$ cat config.mk
export PLATFORM = sky130hd
export DESIGN_NAME = stream_pair_router
export DESIGN_NICKNAME = d
export VERILOG_FILES = /design/src/rtl/spr_pkg.sv /design/src/rtl/spr_cfg_regs.sv /design/src/rtl/spr_map.sv /design/src/rtl/spr_xbar.sv /design/src/rtl/stream_pair_router.sv
export SDC_FILE = /design/constraint.sdc
export NUM_CORES = 1
export LEC_CHECK = 0
export ABC_AREA = 1
export BUFFER_PORTS_ARGS = -buffer_cell sky130_fd_sc_hd__buf_2
export CORE_MARGIN = 2
export CORE_UTILIZATION = 35
export DETAILED_ROUTE_END_ITERATION = 6
export MAX_ROUTING_LAYER = met4
export PLACE_DENSITY = 0.61
export SLEW_MARGIN = 20
export SYNTH_ARGS = -nofsm -noshare
export SYNTH_HDL_FRONTEND = slang
export SYNTH_SLANG_ARGS = --single-unit
export TNS_END_PERCENT = 10
$ cat constraint.sdc
create_clock -name clk -period 4.93 [get_ports clk]
set_input_delay 0.7395 -clock clk [delete_from_list [all_inputs] [get_ports clk]]
set_output_delay 0.7395 -clock clk [all_outputs]
set_load 0.05 [all_outputs]
$ cat src/rtl/spr_pkg.sv
// Shared definitions for the stream pair router.
// Assumes: nothing beyond standard SystemVerilog.
package spr_pkg;

    // Level driven onto a serial line that carries no traffic.
    localparam logic IDLE_BIT = 1'b1;

    // Routing mode held by the active configuration.
    typedef enum logic {
        MODE_BYPASS = 1'b0,
        MODE_SELECT = 1'b1
    } route_mode_e;

endpackage

$ cat src/rtl/spr_cfg_regs.sv
// Selection register with frame-aligned update.
// Writes land in a pending copy. The active copy (picks and mode) loads the
// pending copy only on a cycle with frame_sync high. A write in that same
// cycle stays pending until the following boundary.
// Assumes: frame_sync is synchronous to clk and lasts one cycle.
module spr_cfg_regs
    import spr_pkg::*;
#(
    parameter int PICKS = 2,
    parameter int SEL_W = 3
) (
    input  logic                   clk,
    input  logic                   rst_n,
    input  logic                   frame_sync,
    input  logic                   mode_req,
    input  logic                   cfg_wr,
    input  logic [PICKS*SEL_W-1:0] cfg_wdata,
    output logic [PICKS*SEL_W-1:0] act_sel,
    output route_mode_e            act_mode
);

    localparam int CFG_W = PICKS * SEL_W;

    // Reset code k for pick k, so selection mode starts on the bypass pairs.
    function automatic logic [CFG_W-1:0] reset_codes();
        logic [CFG_W-1:0] v;
        v = '0;
        for (int k = 0; k < PICKS; k++) begin
            v[k*SEL_W +: SEL_W] = SEL_W'(k);
        end
        return v;
    endfunction

    logic [CFG_W-1:0] pend_sel;

    // Capture software writes into the pending copy.
    always_ff @(posedge clk) begin
        if (!rst_n) begin
            pend_sel <= reset_codes();
        end else if (cfg_wr) begin
            pend_sel <= cfg_wdata;
        end
    end

    // Move pending selection and requested mode into use at a frame boundary.
    always_ff @(posedge clk) begin
        if (!rst_n) begin
            act_sel  <= reset_codes();
            act_mode <= MODE_BYPASS;
        end else if (frame_sync) begin
            act_sel  <= pend_sel;
            act_mode <= route_mode_e'(mode_req);
        end
    end

endmodule

$ cat src/rtl/spr_map.sv
// Turns the active selection into a pair index and a live flag per pick.
// In bypass, pick k uses pair FIXED+k. In selection mode it uses code+FIXED.
// A pick whose pair matches an earlier pick, or lies past the last pair, is
// not live: its core input idles and it drives no pin.
// Assumes: PICKS is small (the duplicate search is quadratic in PICKS).
module spr_map
    import spr_pkg::*;
#(
    parameter int NUM_PAIRS = 10,
    parameter int FIXED     = 2,
    parameter int PICKS     = 2,
    parameter int SEL_W     = 3,
    parameter int PAIR_W    = 4
) (
    input  logic [PICKS*SEL_W-1:0]         act_sel,
    input  route_mode_e                    act_mode,
    output logic [PICKS-1:0][PAIR_W-1:0]   pick_idx,
    output logic [PICKS-1:0]               pick_live
);

    // Resolve each pick to a pair and drop duplicates in favour of lower picks.
    always_comb begin
        for (int k = 0; k < PICKS; k++) begin
            int v;
            if (act_mode == MODE_SELECT) begin
                v = int'(act_sel[k*SEL_W +: SEL_W]) + FIXED;
            end else begin
                v = FIXED + k;
            end
            pick_live[k] = (v < NUM_PAIRS);
            pick_idx[k]  = PAIR_W'(v);
            for (int j = 0; j < k; j++) begin
                if (pick_live[j] && pick_idx[j] == pick_idx[k]) begin
                    pick_live[k] = 1'b0;
                end
            end
        end
    end

endmodule

$ cat src/rtl/spr_xbar.sv
// Serial crossbar between the pair pins and the core ports.
// Fixed pairs connect straight through. Each live pick connects its pair
// both ways. Every other output pin is disabled and held at the idle level.
// Assumes: live picks name distinct pairs at or above FIXED.
module spr_xbar
    import spr_pkg::*;
#(
    parameter int NUM_PAIRS = 10,
    parameter int FIXED     = 2,
    parameter int PICKS     = 2,
    parameter int PAIR_W    = 4
) (
    input  logic [NUM_PAIRS-1:0]           pin_rx,
    input  logic [FIXED+PICKS-1:0]         core_tx,
    input  logic [PICKS-1:0][PAIR_W-1:0]   pick_idx,
    input  logic [PICKS-1:0]               pick_live,
    output logic [FIXED+PICKS-1:0]         core_rx,
    output logic [NUM_PAIRS-1:0]           pin_tx,
    output logic [NUM_PAIRS-1:0]           pin_tx_oe
);

    // Inbound direction: pins into core ports.
    always_comb begin
        for (int f = 0; f < FIXED; f++) begin
            core_rx[f] = pin_rx[f];
        end
        for (int k = 0; k < PICKS; k++) begin
            core_rx[FIXED+k] = pick_live[k] ? pin_rx[pick_idx[k]] : IDLE_BIT;
        end
    end

    // Outbound direction: core ports onto pins, with enables.
    always_comb begin
        pin_tx    = {NUM_PAIRS{IDLE_BIT}};
        pin_tx_oe = '0;
        for (int f = 0; f < FIXED; f++) begin
            pin_tx[f]    = core_tx[f];
            pin_tx_oe[f] = 1'b1;
        end
        for (int k = 0; k < PICKS; k++) begin
            if (pick_live[k]) begin
                pin_tx[pick_idx[k]]    = core_tx[FIXED+k];
                pin_tx_oe[pick_idx[k]] = 1'b1;
            end
        end
    end

endmodule

$ cat src/rtl/stream_pair_router.sv
// Top of the serial stream pair selector.
// Connects NUM_PAIRS serial pairs to a core with FIXED+PICKS ports. The first
// FIXED pairs are permanent. PICKS further ports are chosen at run time from
// the remaining pool, with frame-aligned updates.
// Assumes: frame_sync marks the first bit of each frame, one cycle wide.
module stream_pair_router
    import spr_pkg::*;
#(
    parameter int NUM_PAIRS   = 10,
    parameter int FIXED_PAIRS = 2,
    parameter int PICKS       = 2,
    localparam int SEL_W      = $clog2(NUM_PAIRS - FIXED_PAIRS),
    localparam int PAIR_W     = $clog2(NUM_PAIRS),
    localparam int CORE_W     = FIXED_PAIRS + PICKS
) (
    input  logic                   clk,
    input  logic                   rst_n,
    input  logic                   frame_sync,
    input  logic                   pair_mode,
    input  logic                   cfg_wr,
    input  logic [PICKS*SEL_W-1:0] cfg_wdata,
    input  logic [NUM_PAIRS-1:0]   pin_rx,
    output logic [NUM_PAIRS-1:0]   pin_tx,
    output logic [NUM_PAIRS-1:0]   pin_tx_oe,
    output logic [CORE_W-1:0]      core_rx,
    input  logic [CORE_W-1:0]      core_tx
);

    logic [PICKS*SEL_W-1:0]       act_sel;
    route_mode_e                  act_mode;
    logic [PICKS-1:0][PAIR_W-1:0] pick_idx;
    logic [PICKS-1:0]             pick_live;

    spr_cfg_regs #(.PICKS(PICKS), .SEL_W(SEL_W)) u_cfg (
        .clk        (clk),
        .rst_n      (rst_n),
        .frame_sync (frame_sync),
        .mode_req   (pair_mode),
        .cfg_wr     (cfg_wr),
        .cfg_wdata  (cfg_wdata),
        .act_sel    (act_sel),
        .act_mode   (act_mode)
    );

    spr_map #(
        .NUM_PAIRS (NUM_PAIRS),
        .FIXED     (FIXED_PAIRS),
        .PICKS     (PICKS),
        .SEL_W     (SEL_W),
        .PAIR_W    (PAIR_W)
    ) u_map (
        .act_sel   (act_sel),
        .act_mode  (act_mode),
        .pick_idx  (pick_idx),
        .pick_live (pick_live)
    );

    spr_xbar #(
        .NUM_PAIRS (NUM_PAIRS),
        .FIXED     (FIXED_PAIRS),
        .PICKS     (PICKS),
        .PAIR_W    (PAIR_W)
    ) u_xbar (
        .pin_rx    (pin_rx),
        .core_tx   (core_tx),
        .pick_idx  (pick_idx),
        .pick_live (pick_live),
        .core_rx   (core_rx),
        .pin_tx    (pin_tx),
        .pin_tx_oe (pin_tx_oe)
    );

endmodule

==> results_dict.tcl <==
set metrics [dict create \
    period_needed_ns 3.149 \
    layoutNonFillerInstCount 337 \
    std_cell_rows 23 \
    grt_pass1_vias 1469 \
    cp-startpoint "u_cfg.act_mode" \
    powerDensity_nw_per_um2 216.5 \
    grt_usage_pct 18.55 \
    r2r_cells 2 \
    clk_pin_slew_ns 0.06 \
    die_area_um2 4553 \
    peakVddDrop_v 0.0001793 \
    drc_errors 0 \
    start_kind "flop" \
    numCtsBuffers 3 \
    worstSetupPathType "flop to output pin" \
    first_pass_iters 4 \
    nFillCells 468 \
    synth_edf_count 0 \
    hp-class "flop to flop" \
    p_clk_share_pct 26.0 \
    path_max_fanout 17 \
    antenna_cells 0 \
    grt_pass1_wl_mm 6.410 \
    finalSetupViolCount 0 \
    worst_skew_pair.late_latency_ns 0.25 \
    sequentialPowerShare_pct 34.1 \
    leakagePower_nw 0.8868 \
    final_cell_mix "nand2_1 (75), buf_2 (46), nor2_1 (31), o21ai_0 (22), nand3_1 (21)" \
    synthCells 244 \
    die_width_um 67.48 \
    die_h_um 67.48 \
    cts_setup_buffers 0 \
    maxSlewViolCount 0 \
    drv_cap 0 \
    cp-endpoint "pin_tx[1]" \
    clock_skew_ns 0.005239 \
    post_drt_wl_per_cell_um 11.18 \
    endpoint_kind "output pin" \
    cellInternalPower_mw 0.2060 \
    fin_setup_tns_ns 0 \
    portBuffers 46 \
    ys_seq_elements 13 \
    rr_endpoint "u_cfg.act_mode" \
    reg2reg_from "u_cfg.act_mode" \
    nets 315 \
    cp.required_ns 4.19 \
    core_area_um2 3943 \
    vias 1639 \
    area_delta_synth_final_pct 18.28 \
    switchingPower_mw 0.1551 \
    postRouteAntennaNets 0 \
    place_congestion 0.8992 \
    root_buffer "clkbuf_8" \
    timing.hold.ws_ns 0.4666 \
    synth.yosys.seq_area_share_pct 18.46 \
    worst_pin_slew_ns 0.7904 \
    fmax_mhz 317.6 \
    ys_warn_count 0 \
    cp.arrival_ns 2.41 \
    syn_area_per_cell_um2 5.779 \
    status "finished clean" \
    routed_wl_mm 3.767 \
    clock_path_buffers 2 \
    io-pin-count 49 \
    cts_sinks 13 \
    rrSetupSlack_ns 3.68 \
    drtIter0Drc 94 \
    cts_max_level 1 \
    dp_hpwl_mm 3.039 \
    hold_path_depth 2 \
    yosysUniqueCellTypes 26 \
    layout-drive-gt1-share_pct 26.83 \
    initial_core_util_pct 35.77 \
    finalHoldViolCount 0 \
    async_flop_share_pct 0 \
    combinationalPowerShare_pct 39.9 \
    fin_crit_sh_pct 63.87 \
    cts.repair.resized 0 \
    synth_ff_type "dfxtp_1" \
    syn_area_um2 1410 \
    grt_max_degree 18 \
    cts_tree "done" \
    switching_share_pct 42.95 \
    rsz0062_at_grt "no" \
    antenna_found_initial 0 \
    dp.cells 333 \
    via_per_inst 4.864 \
    final_common_cell "nand2_1" \
    overflow 0 \
    relSlewSlack_pct 47.23 \
    postCtsHoldBufs 0 \
]
## logic make-up (layout without fill, tap and decap cells)
kind of cell             Yosys count  after routing  synth area share, %
AO/OA/AOI/OAI                     41             41                15.17
buffers and inverters             32             74                12.42
other                              1              2               0.2659
flip-flops                        13             13                18.46
adder cells (fa/ha/maj)            2              2                1.774
AND/OR/NAND/NOR                  155            155                51.91
## worst max-delay path, cell delays in order (launching register included)
cell and delay, ns:
dfxtp_1 0.83, nand2_2 0.26, nand2_1 0.13, nand2_1 0.06
nor2_2 0.10, nand3_2 0.10, nand2_4 0.20, inv_1 0.14
nand2_1 0.08, nand2_1 0.04, buf_2 0.20
## stage by stage
step	instance area, um^2	total power [mW]	worst slack [ns]	utilization [%]
floorplan	1414	0.2393	1.845	-
global placement	1622	0.2692	2.083	41.13
detailed placement	1622	0.2699	2.056	41.13
CTS	1668	0.3653	1.784	42.30
global route	1668	0.3857	1.558	42.30
finish	1668	0.3610	1.781	42.30
## state kept, by name (all words and copies together), names as in the netlist
| signal | flops |
|---|---|
| u_cfg.act_mode | 1 |
| u_cfg.act_sel | 6 |
| u_cfg.pend_sel | 6 |
## power groups by stage
stage	logic [mW]	registers (mW)	clock network, mW
after floorplan	0.119	0.120	0
after global placement	0.144	0.125	0
after detailed placement	0.145	0.125	0
after CTS	0.145	0.123	0.0972
after global routing	0.160	0.124	0.102
final	0.144	0.123	0.0939
## layer usage
metal / share of wire, % / GRT usage, % / up-vias
li1: - / - / 866
met1: 46 / 23.72 / 713
met2: 46 / 30.76 / 53
met3: 6.2 / 1.667 / 7
met4: 1.4 / 5.867 / 0
met5: 0 / - / -
## cells in the mapped netlist, types with 5 or more instances
cell	n	area [um^2]
nor2_4	5	56.30
nand3_1	21	105.1
a21oi_1	11	55.05
o21ai_0	22	110.1
nor2_1	31	116.4
o21ai_1	5	25.02
nand2_1	75	281.5
nand2_2	9	56.30
inv_1	20	75.07
dfxtp_1	13	260.3
## how the worst min path moves through the flow
stage	startpoint	to	slack, ns
5_1_grt	u_cfg.pend_sel[3]	u_cfg.pend_sel[3]	0.49
3_5_place_dp	u_cfg.pend_sel[3]	u_cfg.pend_sel[3]	0.45
2_1_floorplan	u_cfg.pend_sel[3]	u_cfg.pend_sel[3]	0.43
3_3_place_gp	u_cfg.pend_sel[3]	u_cfg.pend_sel[3]	0.45
4_1_cts	u_cfg.pend_sel[3]	u_cfg.pend_sel[3]	0.47
6_report	u_cfg.pend_sel[3]	u_cfg.pend_sel[3]	0.47
## layout make-up
| type | count | area [um^2] | area share (%) |
|---|---|---|---|
| flip-flops and latches | 13 | 260.3 | 15.60 |
| clock inverters | 1 | 5.005 | 0.3001 |
| inverters | 24 | 90.09 | 5.401 |
| multi-input cells | 200 | 978.4 | 58.66 |
| clock buffers | 3 | 41.29 | 2.476 |
| repair buffers | 46 | 230.2 | 13.80 |
| well taps | 50 | 62.56 | 3.751 |
Power figures use the tool's default switching activity.
